==> config.mk <==
export PLATFORM = sky130hd
export DESIGN_NAME = spi3_cmd_slave
export DESIGN_NICKNAME = d
export VERILOG_FILES = /design/src/rtl/spi3_pkg.sv /design/src/rtl/spi3_sync.sv /design/src/rtl/spi3_frame.sv /design/src/rtl/spi3_tx.sv /design/src/rtl/spi3_cmd_slave.sv
export SDC_FILE = /design/constraint.sdc
export NUM_CORES = 1
export LEC_CHECK = 0
export CORE_ASPECT_RATIO = 0.75
export CORE_MARGIN = 4
export CORE_UTILIZATION = 55
export CTS_BUF_LIST = sky130_fd_sc_hd__clkbuf_16
export CTS_CLUSTER_DIAMETER = 150
export CTS_CLUSTER_SIZE = 40
export DETAILED_ROUTE_END_ITERATION = 8
export HOLD_SLACK_MARGIN = 0.12
export PLACE_DENSITY_LB_ADDON = 0.25
export SYNTH_ARGS = -nofsm -noshare
export SYNTH_HDL_FRONTEND = slang
export SYNTH_HIERARCHICAL = 1
export SYNTH_SLANG_ARGS = --single-unit
export TNS_END_PERCENT = 100
==> constraint.sdc <==
create_clock -name clk -period 1.67 [get_ports clk]
set_input_delay 0.167 -clock clk [delete_from_list [all_inputs] [get_ports clk]]
set_output_delay 0.167 -clock clk [all_outputs]
set_load 0.1 [all_outputs]
==> src/rtl/spi3_pkg.sv <==
package spi3_pkg;
  localparam int OPC_W = 4;
  localparam logic [7:0] ID_BYTE = 8'h50;

  typedef enum logic [OPC_W-1:0] {
    OPC_READ  = 4'b1011,
    OPC_WRITE = 4'b1100
  } opc_e;

  localparam logic [1:0] ADR_WIPER = 2'b00;
  localparam logic [1:0] ADR_CTRL  = 2'b10;
endpackage

==> src/rtl/spi3_sync.sv <==
module spi3_sync #(
  parameter int           W       = 1,
  parameter int           STAGES  = 2,
  parameter logic [W-1:0] RST_VAL = '0
) (
  input  logic         clk,
  input  logic         rst_n,
  input  logic [W-1:0] d,
  output logic [W-1:0] q
);
  logic [STAGES-1:0][W-1:0] stg_q;

  always_ff @(posedge clk or negedge rst_n) begin
    if (!rst_n) begin
      stg_q <= {STAGES{RST_VAL}};
    end else begin
      stg_q[0] <= d;
      for (int s = 1; s < STAGES; s++) stg_q[s] <= stg_q[s-1];
    end
  end

  assign q = stg_q[STAGES-1];
endmodule

==> src/rtl/spi3_frame.sv <==
module spi3_frame
  import spi3_pkg::*;
#(
  parameter int BYTE_W  = 8,
  parameter int N_BYTES = 3,
  parameter int ADDR_W  = 2
) (
  input  logic              clk,
  input  logic              rst_n,
  input  logic              cs_act,
  input  logic              cs_fall,
  input  logic              cs_rise,
  input  logic              sck_rise,
  input  logic              sdi_bit,
  output logic              rd_req,
  output logic              rd_ok,
  output logic [ADDR_W-1:0] acc_addr,
  output logic              wr_stb,
  output logic [BYTE_W-1:0] wr_data
);
  localparam int FRAME_BITS = BYTE_W * N_BYTES;
  localparam int CNT_W      = $clog2(FRAME_BITS + 2);
  localparam logic [CNT_W-1:0] CNT_ID_LAST  = CNT_W'(BYTE_W - 1);
  localparam logic [CNT_W-1:0] CNT_INS_LAST = CNT_W'(2 * BYTE_W - 1);
  localparam logic [CNT_W-1:0] CNT_FULL     = CNT_W'(FRAME_BITS);

  logic [CNT_W-1:0]  cnt_q, cnt_n;
  logic [BYTE_W-1:0] sh_q, sh_n, sh_in;
  logic              bad_q, bad_n;
  logic              wr_ok_q, wr_ok_n;
  logic              rd_ok_q, rd_ok_n;
  logic [ADDR_W-1:0] addr_q, addr_n, addr_in;
  logic              rd_req_q, rd_req_n;
  logic              wr_stb_q, wr_stb_n;
  logic [BYTE_W-1:0] wdat_q, wdat_n;
  logic [OPC_W-1:0]  opc_in;
  logic              pad_zero, addr_legal;

  assign sh_in      = {sh_q[BYTE_W-2:0], sdi_bit};
  assign opc_in     = sh_in[BYTE_W-1 -: OPC_W];
  assign addr_in    = sh_in[ADDR_W-1:0];
  assign pad_zero   = (sh_in[BYTE_W-OPC_W-1:ADDR_W] == '0);
  assign addr_legal = (addr_in == ADDR_W'(ADR_WIPER)) || (addr_in == ADDR_W'(ADR_CTRL));

  always_comb begin
    cnt_n    = cnt_q;
    sh_n     = sh_q;
    bad_n    = bad_q;
    wr_ok_n  = wr_ok_q;
    rd_ok_n  = rd_ok_q;
    addr_n   = addr_q;
    wdat_n   = wdat_q;
    rd_req_n = 1'b0;
    wr_stb_n = 1'b0;
    if (cs_fall) begin
      cnt_n   = '0;
      bad_n   = 1'b0;
      wr_ok_n = 1'b0;
      rd_ok_n = 1'b0;
    end else if (cs_rise) begin
      if (wr_ok_q && !bad_q && cnt_q == CNT_FULL) begin
        wr_stb_n = 1'b1;
        wdat_n   = sh_q;
      end
      bad_n   = 1'b1;
      wr_ok_n = 1'b0;
      rd_ok_n = 1'b0;
    end else if (sck_rise && cs_act && !bad_q) begin
      sh_n  = sh_in;
      cnt_n = cnt_q + 1'b1;
      if (cnt_q == CNT_ID_LAST && sh_in != BYTE_W'(ID_BYTE)) bad_n = 1'b1;
      if (cnt_q == CNT_INS_LAST) begin
        if (pad_zero && addr_legal && opc_in == OPC_READ) begin
          rd_ok_n  = 1'b1;
          rd_req_n = 1'b1;
          addr_n   = addr_in;
        end else if (pad_zero && addr_legal && opc_in == OPC_WRITE) begin
          wr_ok_n = 1'b1;
          addr_n  = addr_in;
        end else begin
          bad_n = 1'b1;
        end
      end
      if (cnt_q == CNT_FULL) begin
        bad_n   = 1'b1;
        wr_ok_n = 1'b0;
        rd_ok_n = 1'b0;
      end
    end
  end

  always_ff @(posedge clk or negedge rst_n) begin
    if (!rst_n) begin
      cnt_q    <= '0;
      sh_q     <= '0;
      bad_q    <= 1'b1;
      wr_ok_q  <= 1'b0;
      rd_ok_q  <= 1'b0;
      addr_q   <= '0;
      wdat_q   <= '0;
      rd_req_q <= 1'b0;
      wr_stb_q <= 1'b0;
    end else begin
      cnt_q    <= cnt_n;
      sh_q     <= sh_n;
      bad_q    <= bad_n;
      wr_ok_q  <= wr_ok_n;
      rd_ok_q  <= rd_ok_n;
      addr_q   <= addr_n;
      wdat_q   <= wdat_n;
      rd_req_q <= rd_req_n;
      wr_stb_q <= wr_stb_n;
    end
  end

  assign rd_req   = rd_req_q;
  assign rd_ok    = rd_ok_q;
  assign acc_addr = addr_q;
  assign wr_stb   = wr_stb_q;
  assign wr_data  = wdat_q;
endmodule

==> src/rtl/spi3_tx.sv <==
module spi3_tx #(
  parameter int BYTE_W = 8
) (
  input  logic              clk,
  input  logic              rst_n,
  input  logic              load,
  input  logic [BYTE_W-1:0] load_data,
  input  logic              rd_ok,
  input  logic              cs_act,
  input  logic              sck_fall,
  output logic              sdo_oe,
  output logic              sdo_lvl
);
  localparam int CNT_W = $clog2(BYTE_W + 1);

  logic [BYTE_W-1:0] tx_q, tx_n;
  logic [CNT_W-1:0]  left_q, left_n;
  logic              drv_q, drv_n;
  logic              lvl_q, lvl_n;

  always_comb begin
    tx_n   = tx_q;
    left_n = left_q;
    drv_n  = drv_q;
    lvl_n  = lvl_q;
    if (load) begin
      tx_n   = load_data;
      left_n = CNT_W'(BYTE_W);
      drv_n  = 1'b0;
    end else if (sck_fall && rd_ok && cs_act && left_q != '0) begin
      lvl_n  = tx_q[BYTE_W-1];
      tx_n   = {tx_q[BYTE_W-2:0], 1'b0};
      left_n = left_q - 1'b1;
      drv_n  = 1'b1;
    end
    if (!cs_act || !rd_ok) drv_n = 1'b0;
  end

  always_ff @(posedge clk or negedge rst_n) begin
    if (!rst_n) begin
      tx_q   <= '0;
      left_q <= '0;
      drv_q  <= 1'b0;
      lvl_q  <= 1'b1;
    end else begin
      tx_q   <= tx_n;
      left_q <= left_n;
      drv_q  <= drv_n;
      lvl_q  <= lvl_n;
    end
  end

  assign sdo_oe  = drv_q;
  assign sdo_lvl = lvl_q;
endmodule

==> src/rtl/spi3_cmd_slave.sv <==
module spi3_cmd_slave #(
  parameter int BYTE_W      = 8,
  parameter int N_BYTES     = 3,
  parameter int ADDR_W      = 2,
  parameter int SYNC_STAGES = 2
) (
  input  logic              clk,
  input  logic              rst_n,
  input  logic              spi_sck,
  input  logic              spi_sdi,
  input  logic              spi_cs_n,
  output logic              sdo_oe,
  output logic              sdo_lvl,
  output logic              rd_req,
  output logic [ADDR_W-1:0] rd_addr,
  input  logic [BYTE_W-1:0] rd_data,
  output logic              wr_stb,
  output logic [ADDR_W-1:0] wr_addr,
  output logic [BYTE_W-1:0] wr_data
);
  logic [1:0]        rst_sync_q;
  logic              rst_n_s;
  logic [2:0]        pins_s;
  logic              cs_s, sck_s, sdi_s;
  logic              cs_d, sck_d;
  logic              cs_rise, cs_fall, sck_rise, sck_fall, cs_act;
  logic              rd_ok;
  logic [ADDR_W-1:0] acc_addr;

  // asynchronous assertion, synchronous release
  always_ff @(posedge clk or negedge rst_n) begin
    if (!rst_n) rst_sync_q <= 2'b00;
    else        rst_sync_q <= {rst_sync_q[0], 1'b1};
  end
  assign rst_n_s = rst_sync_q[1];

  spi3_sync #(.W(3), .STAGES(SYNC_STAGES), .RST_VAL(3'b100)) u_sync (
    .clk   (clk),
    .rst_n (rst_n_s),
    .d     ({spi_cs_n, spi_sck, spi_sdi}),
    .q     (pins_s)
  );
  assign {cs_s, sck_s, sdi_s} = pins_s;

  always_ff @(posedge clk or negedge rst_n_s) begin
    if (!rst_n_s) begin
      cs_d  <= 1'b1;
      sck_d <= 1'b0;
    end else begin
      cs_d  <= cs_s;
      sck_d <= sck_s;
    end
  end

  assign sck_rise = sck_s & ~sck_d;
  assign sck_fall = ~sck_s & sck_d;
  assign cs_fall  = ~cs_s & cs_d;
  assign cs_rise  = cs_s & ~cs_d;
  assign cs_act   = ~cs_s;

  spi3_frame #(.BYTE_W(BYTE_W), .N_BYTES(N_BYTES), .ADDR_W(ADDR_W)) u_frame (
    .clk      (clk),
    .rst_n    (rst_n_s),
    .cs_act   (cs_act),
    .cs_fall  (cs_fall),
    .cs_rise  (cs_rise),
    .sck_rise (sck_rise),
    .sdi_bit  (sdi_s),
    .rd_req   (rd_req),
    .rd_ok    (rd_ok),
    .acc_addr (acc_addr),
    .wr_stb   (wr_stb),
    .wr_data  (wr_data)
  );

  spi3_tx #(.BYTE_W(BYTE_W)) u_tx (
    .clk       (clk),
    .rst_n     (rst_n_s),
    .load      (rd_req),
    .load_data (rd_data),
    .rd_ok     (rd_ok),
    .cs_act    (cs_act),
    .sck_fall  (sck_fall),
    .sdo_oe    (sdo_oe),
    .sdo_lvl   (sdo_lvl)
  );

  assign rd_addr = acc_addr;
  assign wr_addr = acc_addr;
endmodule

# Word-level counts from Yosys, hierarchy flattened
# Index checks and enable logic that the tools add are counted.
# Widths: inputs -> output; s select.
[op_classes]
addsub = 2
multipliers = 0
div_mod_pow = 0
magnitude_cmp = 0
eq_ne = 9
n_shift = 0
muxes = 41
bitwise = 11
n_reduce_logical = 33
[op_table]
columns = ["cell", "count"]
rows = [
  ["$mux 1", 32],
  ["$mux 8", 2],
  ["$reduce_bool 4->1", 4],
  ["$mux 5", 3],
  ["$logic_and 1x1->1", 11],
  ["$reduce_and 3->1", 3],
  ["$eq 4x4->1 const B", 2],
  ["$mux 4", 2],
  ["$ne 8x7->1 const B", 1],
  ["$not 1->1", 7],
  ["$reduce_bool 2->1", 3],
  ["$reduce_bool 3->1", 2],
  ["$add 5x1->5 const B", 1],
  ["$eq 5x3->1 const B", 1],
  ["$eq 5x4->1 const B", 1],
  ["$eq 5x5->1 const B", 1],
  ["$reduce_and 5->1", 1],
  ["$and 1x1->1", 4],
  ["$logic_not 2->1", 2],
  ["$mux 2", 2],
  ["$ne 4x4->1 const B", 1],
  ["$reduce_and 2->1", 2],
  ["$reduce_and 4->1", 1],
  ["$sub 4x1->4 const B", 1],
  ["other kinds (4)", 6],
]
[word_totals]
reg_bits = 52
latchBits = 0
mem_bits_rw = 0
romBits = 0
inputBits = 13
out_inout_bits = 16
elab_cells = 114
n_memories = 0

# Logic depth before layout (Yosys ltp)
# Gate-level depths: netlist of the first run.
[logic_depth]
ltp_word = 11
mapped_depth = 7
mapped_depth_nobuf = 6

# By module
# The synthesis of the first run kept the hierarchy.
[by_module_without_submodules]
columns = ["module", "instances", "cells_per_inst", "area_per_inst_um2", "seq_area_each_um2"]
rows = [
  ["spi3_frame", 1, 116, 1282.5, 701.9],
  ["spi3_tx", 1, 79, 754.5, 351.6],
  ["spi3_sync", 1, 9, 175.2, 152.6],
  ["spi3_cmd_slave", 1, 12, 153.9, 101.3],
]

# Worst setup path after synthesis of the first run
# Ideal clock, no wire load.
[synth_timing]
path_type = "register to register"
startpoint = "register u_sync.stg_q (netlist bit u_sync/q[2])"
endpoint = "register u_frame.wdat_q[0], in the netlist u_frame/wr_data[0]"
setup_ns = 0.125
t_arrival_ns = 1.780
required_time_ns = 1.545
slack_ns = -0.236
stages_incl_launch_ff = 7
path_buffers = 2
period_less_slack_ns = 1.906
cell_sequence = "dfstp_2 > buf_4 > nor2b_1 > nand2_1 > or4_1 > buf_6 > mux2_4"
[synth_via]
elab_cells_between_ends = 5
cone_classes = "4 x bitwise; 1 x reduce/logical"
[synth_rtl]
columns = ["item", "line", "text"]
rows = [
  ["from (decl)", "spi3_sync.sv:11", "logic [STAGES-1:0][W-1:0] stg_q;"],
  ["from (signal assigned)", "spi3_sync.sv:15", "stg_q <= {STAGES{RST_VAL}};"],
  ["$and 1x1->1", "spi3_cmd_slave.sv:58", "assign cs_rise = cs_s & ~cs_d;"],
  ["named net cs_rise", "spi3_cmd_slave.sv:26", "logic cs_rise, cs_fall, sck_rise, sck_fall, cs_act;"],
  ["$reduce_and 3->1 (no source line)", "n/a", ""],
  ["to (signal assigned)", "spi3_frame.sv:110", "wdat_q <= wdat_n;"],
  ["to (decl)", "spi3_frame.sv:35", "logic [BYTE_W-1:0] wdat_q, wdat_n;"],
]
# The timed path passes the listed nets, and every way through them passes these cells.
# A chain may end at the register's enable or synchronous reset.

# Final worst setup path of the first run
[layout_timing]
startpoint = "register u_frame.cnt_q[0]"
endpoint = "register u_frame.wdat_q[4], in the netlist u_frame/wr_data[4]"
[layout_via]
elab_chain_cells = 3
[layout_lines]
columns = ["item", "line", "text"]
rows = [
  ["from (decl)", "spi3_frame.sv:27", "logic [CNT_W-1:0] cnt_q, cnt_n;"],
  ["from (signal assigned)", "spi3_frame.sv:104", "cnt_q <= cnt_n;"],
  ["$eq 5x5->1", "spi3_frame.sv:61", "if (wr_ok_q && !bad_q && cnt_q == CNT_FULL) begin"],
  ["$logic_and 1x1->1", "spi3_frame.sv:61", ""],
  ["$reduce_and 3->1 (no source line)", "n/a", ""],
]
# No other way between the ends.

==> metrics.txt, run 1 <==
status finished, violations left; failing checks setup timing; drt total wl around 5.9 mm; FF+latch area approximately 1300 µm²; Slew Limit Fails 0; synthesized cell area around 2400 µm²; # rows 20; area delta synth->final 43.3%; top cell type's share of synthesized area 0.497; Layout Cells excl Fill approximately 330; sequential fraction of the synthesis area 0.553; Switching Fraction 0.226; antenna cell count 0; share of layout cells above drive strength 1 0.387; Synth warnings 6; FMAX roughly 530 MHz; CTS tree yes; nets approximately 300; RSZ-0062 raised after global routing true; Starting DRT DRC Count 248; Critical Path AT ~2 ns; Final ANT Viol Nets 0; CP Class reg2reg; hold crit path type reg2async; largest net degree at the start of global routing 38; CP Launch Type flop; Root Driver clkbuf_16; Max Cap Violations 0; Async SR Flop Fraction 1.00; Min Hold Slack around 0.17 ns; Mapped Nets 234; Die X ~84 µm; vias in the first global route roughly 1,800; VDD IR-drop max between 0.6 and 0.7 mV; Final Critical Period around 1.9 ns; DP Wirelength 3.55 mm; H-tree levels 2; initial core utilization 0.577; Logic pwr share 0.108; clk buf depth 2; worst skew pair latency between 0.2 and 0.3 ns; final-report hold violation count 0; Clock transition at path regs roughly 0.07 ns; fin crit share 1.12; CTS sink cnt between 50 and 60; Switch Pwr around 0.63 mW; drt drc 0; CTS Buf Count 5; first-pass GRT wire length around 8.9 mm; register bit total from synthesis 52; Main synth FF type dfrtp_1; core area 4100 µm²; cell taking the most area after synthesis dfrtp_1; multi-input logic area ~1000 µm²; internal power roughly 2.2 mW; all-layer global routing usage 0.207; Critical Path Sink Type flop; Flop pwr share 0.488; Final Power between 2 and 3 mW; Die Y between 60 and 70 µm; wire per inst approximately 18 µm; final setup fails 18; layout filler cell count ~220; DR vias/cell around 5.6; Max FO, Critical Path 4; Leak ~1.6 nW; Post-Syn Instances 216; Die ar. roughly 5400 µm²; WP data required 1.84 ns; dpl cells 316; Pwr Density slightly above 800 nW/µm²; Top Ports 29; first drt pass iteration count 4; EDFF count, synth 0; clock share of power 0.404; Setup Skew between 0.004 and 0.005 ns; final global-route overflow total 0; vias post-DR ~1,900; setup ws final -0.208 ns; synth unique cells between 40 and 50; synthesized area per cell 11.0 µm²; most area-consuming cells after synthesis dfrtp_1, dfstp_2, nand2_1; initial antenna violation count 0; GPL Wtd Cong 0.828; I/O Buffers 28
==> cells by family (layout without fill, tap and decap cells) <==
| logic type | after synthesis | count (layout) | synth area share |
|---|---|---|---|
| AND/OR/NAND/NOR | 79 | 79 | 0.187 |
| flip-flops | 52 | 52 | 0.553 |
| AO/OA/AOI/OAI | 44 | 44 | 0.114 |
| buffers and inverters | 23 | 86 | 0.0502 |
| multiplexers | 10 | 10 | 0.0603 |
| adder cells (fa/ha/maj) | 5 | 5 | 0.0264 |
| XOR/XNOR | 2 | 2 | 0.00740 |
| other | 1 | 1 | 0.00158 |
==> synthesized netlist by cell type (2+ instances only) <==
cell	instances
mux2_2	2
inv_1	9
buf_4	6
nor3b_1	2
dfstp_2	5
o21ai_0	18
mux2_4	8
nand3_1	3
a41oi_1	9
nor2b_1	9
nor2_1	6
dfrtp_1	47
or3_1	3
nand4b_1	2
xor2_1	2
nor3_1	3
and2b_2	2
or4_1	3
nand3b_1	2
a21oi_1	12
nand2_1	33
ha_1	5
clkbuf_1	5
==> layout make-up <==
type | instances | share of cell area
flip-flops and latches | 52 | 0.386
multi-input cells | 141 | 0.307
repair buffers | 69 | 0.228
clock buffers | 5 | 0.0369
well taps | 55 | 0.0203
clock inverters | 3 | 0.0114
inverters | 9 | 0.00997
==> power by group through the flow <==
stage / combinational, mW / sequential [mW] / clock [mW]
after floorplan: 0.0976 / 1.40 / 0
after global placement: 0.249 / 1.38 / 0
after detailed placement: 0.261 / 1.38 / 0
after CTS: 0.270 / 1.36 / 1.14
after global routing: 0.328 / 1.37 / 1.22
final: 0.301 / 1.37 / 1.13
==> registers in the layout, indices dropped and copies added, names as in the netlist, 2 cells and up <==
signal and cells:
u_frame/sh_q 8, u_frame/wr_data 8, u_tx/tx_q 8, u_frame/cnt_q 5, u_tx/left_q 4, u_sync/q 3
u_sync/stg_q 3, rst_sync_q 2, u_frame/acc_addr 2
==> per-layer routing <==
layer	vias up	share of wire	track usage
met5	-	0	0
met4	0	0.0046	0.0522
met3	4	0.062	0.0584
met2	80	0.50	0.327
met1	933	0.44	0.283
li1	864	-	-
==> worst paths after layout <==
check | from | end | slack [ns] | cells after the start
setup / recovery | u_frame/cnt_q[0] | u_frame/wr_data[4] | -0.21 | 6
min in group clk | spi_cs_n | u_sync/stg_q[2] | 0.28 | 1
hold / removal | rst_sync_q[1] | u_sync/stg_q[1] | 0.17 | 0
setup reg to reg | u_frame/cnt_q[0] | u_frame/wr_data[4] | -0.21 | 6
max in group asynchronous | rst_sync_q[1] | u_sync/q[2] | 0.95 | 1
hold reg to reg | rst_sync_q[1] | u_sync/stg_q[1] | 0.17 | 0
==> stage by stage <==
step | area [µm²] | utilization | TNS, ns | setup WS [ns]
after global placement | 3050 | 0.744 | -1.07 | -0.124
final | 3390 | 0.826 | -2.05 | -0.208
after CTS | 3260 | 0.794 | -1.23 | -0.152
after detailed placement | 3050 | 0.744 | -1.52 | -0.179
after global routing | 3390 | 0.826 | -3.22 | -0.266
after floorplan | 2400 | - | -1.19 | -0.131
==> timing repair <==
item / 4_1_cts / 5_1_grt
endpoints found under the hold margin: 2 / 0
setup buffers: 3 / 5
hold buffers: 1 / 0
pin swaps: 1 / 12
gates cloned: 0 / 1
endpoints found under the setup margin: 11 / 31
gates resized for setup: 2 / 24
==> cells in the final DEF, fill, tap and decap left out, types with 2 or more instances in the layout <==
master	n
and2b_2	2
mux2_4	9
or4_1	2
nand3_1	2
inv_1	9
xor2_1	2
clkdlybuf4s50_1	12
nor3_1	2
buf_6	6
dfrtp_1	46
nand3_2	2
nand3b_1	2
buf_12	16
nor2b_1	7
clkbuf_16	5
nor2_1	5
a41oi_1	8
a21oi_1	10
nand2_2	6
nand2_1	27
a21oi_2	2
nor3b_1	2
o21ai_0	18
buf_4	34
or3_1	2
nand4b_1	2
ha_1	5
dfstp_2	5
==> critical path: stages, from the launching register on <==
cell      delay, ns
dfrtp_1        0.38
inv_1          0.06
ha_1           0.14
nand4b_1       0.16
or4_4          0.55
buf_4          0.18
mux2_4         0.29
(Power assumes the default switching activity.)
==> inputs of run 2 (changes only) <==
--- a/config.mk
+++ b/config.mk
@@ -5,9 +5,11 @@
 export SDC_FILE = /design/constraint.sdc
 export NUM_CORES = 1
 export LEC_CHECK = 0
+export CELL_PAD_IN_SITES_DETAIL_PLACEMENT = 1
+export CELL_PAD_IN_SITES_GLOBAL_PLACEMENT = 1
 export CORE_ASPECT_RATIO = 0.75
 export CORE_MARGIN = 4
-export CORE_UTILIZATION = 55
+export CORE_UTILIZATION = 43
 export CTS_BUF_LIST = sky130_fd_sc_hd__clkbuf_16
 export CTS_CLUSTER_DIAMETER = 150
 export CTS_CLUSTER_SIZE = 40
==> run 2 against run 1 <==
Clock-buffer cell count stayed put. Critical endpoint is now u_frame/wr_data[5]. Final cell count is 3.6% higher. Utilization is 20 points lower. Critical path depth is 2 lower. Largest power group unchanged. Power is 5.7% lower. Clock skew is 0.00069 ns higher. The run still ends with setup timing left. First-iteration DRC count is 63% lower.
==> metrics.txt, run 2 (synthesis results as in run 1) <==
failing checks setup timing; Final ANT Viol Nets 0 (unchanged); worst r2r path cells 4 (-2); drt drc 0 (unchanged); worst skew pair latency 0.29 ns (about the same); clk buf depth 2 (unchanged); most frequent cells in the layout dfrtp_1, nand2_1, buf_4, buf_12, o21ai_0; Die ar. 6770 µm² (+25%); Total Neg Setup Slack -2.17 ns (-0.121 ns); status finished, violations left; area delta synth->final 41.9%; initial core utilization 0.444 (-0.132); Clock transition at path regs 0.07 ns (about the same); CTS Buf Count 5 (unchanged); DR vias/cell 5.52 (-2.0%); most common cell after layout, fill and taps aside dfrtp_1; Leak 1.55 nW (-3.2%); share of layout cells above drive strength 1 0.369 (-0.0181); layout filler cell count 571 (+160%); largest net degree at the start of global routing 51 (+34%); Die X 93.7 µm (+12%); Die Y 72.2 µm (+11%); Max Cap Violations 0 (unchanged); RSZ-0062 raised after global routing true; Post-Place Setup Slack -0.235 ns (-0.0556 ns); routed length on met2 3.70 mm (+25%); core area 5320 µm² (+30%); Final Critical Period 1.90 ns (+0.0178 ns); Critical Path Sink Type flop; final global-route overflow total 0 (unchanged); Top Ports 29 (unchanged); final-report hold violation count 0 (unchanged); post-layout utilization of the core 0.631 (-0.195); VDD IR-drop max 0.485 mV (-22%); Slew Limit Fails 0 (unchanged); initial antenna violation count 0 (unchanged); Starting DRT DRC Count 92 (-63%); FMAX 527 MHz (-0.94%); Critical Path Sink u_frame/wr_data[5]; Setup Skew 0.00560 ns (+0.000687 ns); Root Driver clkbuf_16; drt total wl 7.03 mm (+18%); CTS sink cnt 52 (unchanged); met3 wire length 301 µm (-18%); reg-to-reg setup timing slack -0.23 ns (-0.02 ns); first-pass GRT wire length 10.7 mm (+21%); H-tree levels 2 (unchanged); DP Wirelength 4.61 mm (+30%); CP Launch Type flop; Critical Path AT 2.07 ns (+0.02 ns); vias in the first global route 2,052 (+13%); antenna cell count 0 (unchanged); Metal-1 WL 2.84 mm (+10%); # rows 23 (+15%); I/O Buffers 28 (unchanged); wire per inst 20.3 µm (+14%); first drt pass iteration count 4 (unchanged); setup ws final -0.226 ns (-0.0178 ns); final setup fails 10 (-8); Final Power 2.64 mW (-5.7%); GPL Wtd Cong 0.749 (-9.6%); CTS tree yes; Max FO, Critical Path 9 (+5); max layer used met4; RR Endpoint u_frame/wr_data[5]; vias post-DR 1,909 (+1.5%); CP Class reg2reg; fin crit share 1.14 (+0.0107); R2R Path Start u_sync/q[2]; all-layer global routing usage 0.212 (+0.00528); Pwr Density 786 nW/µm² (-4.8%); nets 288 (-2.7%); CP startpoint u_sync/q[2]; WP data required 1.85 ns (about the same); hold crit path type reg2async
==> run 2: cell types whose count changed in the layout (fill, tap and decap cells not counted), moves of 4 or more <==
cell	change
buf_6	-6
nand2_1	+5
nand2_2	-5
a41oi_2	+4
a41oi_1	-4
==> run 2: worst min path at each step <==
stage	slack (ns)	startpoint	cells past startpoint	end
after CTS	0.28	rst_sync_q[1]	1	u_tx/tx_q[6]
after detailed placement	0.27	rst_sync_q[1]	1	u_tx/left_q[3]
after global routing	0.29	spi_cs_n	1	u_sync/stg_q[2]
final	0.25	rst_sync_q[1]	1	u_tx/left_q[3]
after floorplan	-0.13	rst_n	0	rst_sync_q[0]
after global placement	0.26	rst_sync_q[1]	1	u_tx/left_q[3]
==> run 2: critical path, cell delays in order (launching register included) <==
cell and delay (ns):
dfstp_2 0.56, nor2b_4 0.20, nand2_2 0.08, or4_4 0.61, mux2_4 0.33
==> run 2: layer usage <==
layer | up-vias | global-route usage
li1 | 856 | -
met1 | 982 | 0.271
met2 | 52 | 0.360
met3 | 19 | 0.0415
met4 | 0 | 0.0817
met5 | - | 0
==> run 2: area by class of cell <==
class	instances	area [µm²]	area share
Timing Repair Buffer	60	683	0.203
Multi-Input combinational cell	142	1100	0.327
Clock inverter	3	15.0	0.00447
Sequential cell	52	1310	0.390
Tap cell	75	93.8	0.0279
Inverter	9	33.8	0.0101
Clock buffer	5	125	0.0373
==> run 2: timing repair <==
action / in CTS / in global routing
buffers inserted: 3 / 2
resized for setup: 7 / 21
gates cloned: 1 / 0
hold endpoints to repair: 2 / 0
pin swaps: 3 / 1
endpoints found under the setup margin: 21 / 29
hold buffers: 1 / 0
==> run 2: stage by stage <==
step / hold WS, ns / instances / instance area [µm²]
floorplan: -0.129 / 216 / 2400
global placement: 0.259 / 333 / 3050
detailed placement: 0.275 / 333 / 3050
CTS: 0.281 / 345 / 3260
global route: 0.293 / 346 / 3360
finish: 0.252 / 346 / 3360
==> run 2: power breakdown <==
group	internal, mW	switching [mW]
Combinational	0.138	0.150
Sequential	1.32	0.0398
Clock	0.545	0.448
Total	2.00	0.637
==> inputs of run 3 (changes only) <==
--- a/config.mk
+++ b/config.mk
@@ -11,13 +11,13 @@
 export CORE_MARGIN = 4
 export CORE_UTILIZATION = 43
 export CTS_BUF_LIST = sky130_fd_sc_hd__clkbuf_16
-export CTS_CLUSTER_DIAMETER = 150
+export CTS_CLUSTER_DIAMETER = 50
 export CTS_CLUSTER_SIZE = 40
 export DETAILED_ROUTE_END_ITERATION = 8
+export GPL_TIMING_DRIVEN = 0
 export HOLD_SLACK_MARGIN = 0.12
 export PLACE_DENSITY_LB_ADDON = 0.25
 export SYNTH_ARGS = -nofsm -noshare
 export SYNTH_HDL_FRONTEND = slang
 export SYNTH_HIERARCHICAL = 1
 export SYNTH_SLANG_ARGS = --single-unit
-export TNS_END_PERCENT = 100
==> run 3 against run 2 <==
Global-route usage is 2.0 points lower. Die area stayed put. Sequential power hardly changed. Critical path depth stayed put. Highest routed layer unchanged. The run still ends with setup timing left.
==> metrics.txt, run 3 (synthesis results as in run 1) <==
Max Cap Violations 0 (unchanged); antenna cell count 0 (unchanged); fin area 3170 µm² (-5.7%); initial antenna violation count 0 (unchanged); CTS tree yes; I/O Buffers 28 (unchanged); Clock transition at path regs 0.07 ns (about the same); wire per inst 18.4 µm (-9.3%); Pwr Density 810 nW/µm² (+3.1%); area delta synth->final 33.9%; Die X 93.7 µm (unchanged); all-layer global routing usage 0.192 (-0.0199); drt drc 0 (unchanged); core area 5320 µm² (unchanged); most frequent cells in the layout dfrtp_1, nand2_1, buf_4, o21ai_0, clkdlybuf4s50_1; VDD IR-drop max 0.468 mV (-3.5%); final global-route overflow total 0 (unchanged); CP Launch Type flop; Buffers & Inverters on Critical Path 0 (unchanged); Final ANT Viol Nets 0 (unchanged); RSZ-0062 raised after global routing true; # rows 23 (unchanged); hold crit path type reg2async; DR vias/cell 5.29 (-4.1%); failing checks setup timing; clk buf depth 2 (unchanged); Area after DPL 2790 µm² (-8.6%); slew margin rel. 0.367; Total Neg Setup Slack -2.62 ns (-0.454 ns); Top Ports 29 (unchanged); Die Y 72.2 µm (unchanged); nets 286 (-0.69%); drt total wl 6.33 mm (-9.9%); Critical Path AT 2.12 ns (+0.05 ns); setup ws final -0.281 ns (-0.0550 ns); Crit path largest cell delay 0.59 ns (-0.02 ns); Critical Path Sink Type flop; share of layout cells above drive strength 1 0.349 (-0.0196); first drt pass iteration count 4 (unchanged); largest net degree at the start of global routing 43 (-16%); worst skew pair latency 0.28 ns (about the same); WP data required 1.83 ns (-0.02 ns); final-report hold violation count 0 (unchanged); status finished, violations left; Root Driver clkbuf_16; GPL Wtd Cong 0.794 (+6.1%); CTS Buf Count 5 (unchanged); final setup fails 12 (+2); DP Wirelength 3.85 mm (-16%); initial core utilization 0.444 (unchanged); H-tree levels 2 (unchanged); Final Power 2.57 mW (-2.7%); Die ar. 6770 µm² (unchanged); Starting DRT DRC Count 65 (-29%); CP max stage cell dfstp_2; CP Class reg2reg; Leak 1.47 nW (-4.6%); FMAX 513 MHz (-2.8%); Final Critical Period 1.95 ns (+0.0550 ns); Max FO, Critical Path 5 (-4); crit-path leading delay family simple AND/OR/NAND/NOR gates; Post-Place Setup Slack -0.296 ns (-0.0610 ns); vias in the first global route 1,929 (-6.0%); CTS sink cnt 52 (unchanged); worst slew pin tran around 0.95 ns; most common cell after layout, fill and taps aside dfrtp_1; Setup Skew 0.00614 ns (+0.000531 ns); first-pass GRT wire length 9.98 mm (-7.1%); fin crit share 1.17 (+0.0329); crit-path cells nor2b_4, nand2_1, or4_4, mux2_4; Slew Limit Fails 0 (unchanged); vias post-DR 1,820 (-4.7%); post-layout utilization of the core 0.595 (-0.0357)
run 3: cell type report:
cell class              instances  area, µm²
inverters                       9       33.8
multi-input cells             142       1100
flip-flops and latches         52       1310
well taps                      75       93.8
clock buffers                   5        125
repair buffers                 47        407
clock inverters                 3       12.5
fillers                       568       2160
plain buffers                  11       87.6
run 3: metal layers:
layer | vias up | GRT usage | wire [µm]
met5 | - | 0 | 0
met4 | 0 | 0.0353 | 82
met3 | 8 | 0.0466 | 166
met2 | 28 | 0.321 | 3100
met1 | 930 | 0.259 | 2980
li1 | 854 | - | -
run 3: repair_timing:
action / 4_1_cts / 5_1_grt
endpoints found under the setup margin: 44 / 41
buffers inserted: 8 / 8
pin swaps: 2 / 6
cloned: 1 / 1
resized for setup: 41 / 47
hold buffers: 1 / 0
hold endpoints to repair: 2 / 0
run 3: final timing paths:
| check | from | to | slack, ns | cells past startpoint |
|---|---|---|---|---|
| setup / recovery | u_sync/q[2] | u_frame/wr_data[4] | -0.28 | 4 |
| max in group asynchronous | rst_n | rst_sync_q[1] | 0.95 | 2 |
| hold reg to reg | rst_sync_q[1] | u_tx/left_q[2] | 0.14 | 0 |
| hold / removal | rst_sync_q[1] | u_tx/left_q[2] | 0.14 | 0 |
| setup reg to reg | u_sync/q[2] | u_frame/wr_data[4] | -0.28 | 4 |
| min in group clk | spi_cs_n | u_sync/stg_q[2] | 0.29 | 1 |
run 3: report_power, final:
part           internal, mW  total (mW)  leakage (nW)  switching (mW)
clock network         0.542       0.960        0.0762           0.418
registers              1.32        1.39         0.687          0.0736
logic                 0.107       0.215         0.711           0.108
total                  1.97        2.57          1.47           0.600
run 3: metrics by stage:
| stage | hold WS [ns] | cells |
|---|---|---|
| floorplan | -0.129 | 216 |
| global placement | 0.333 | 319 |
| detailed placement | 0.135 | 320 |
| CTS | 0.140 | 336 |
| global route | 0.153 | 344 |
| finish | 0.135 | 344 |
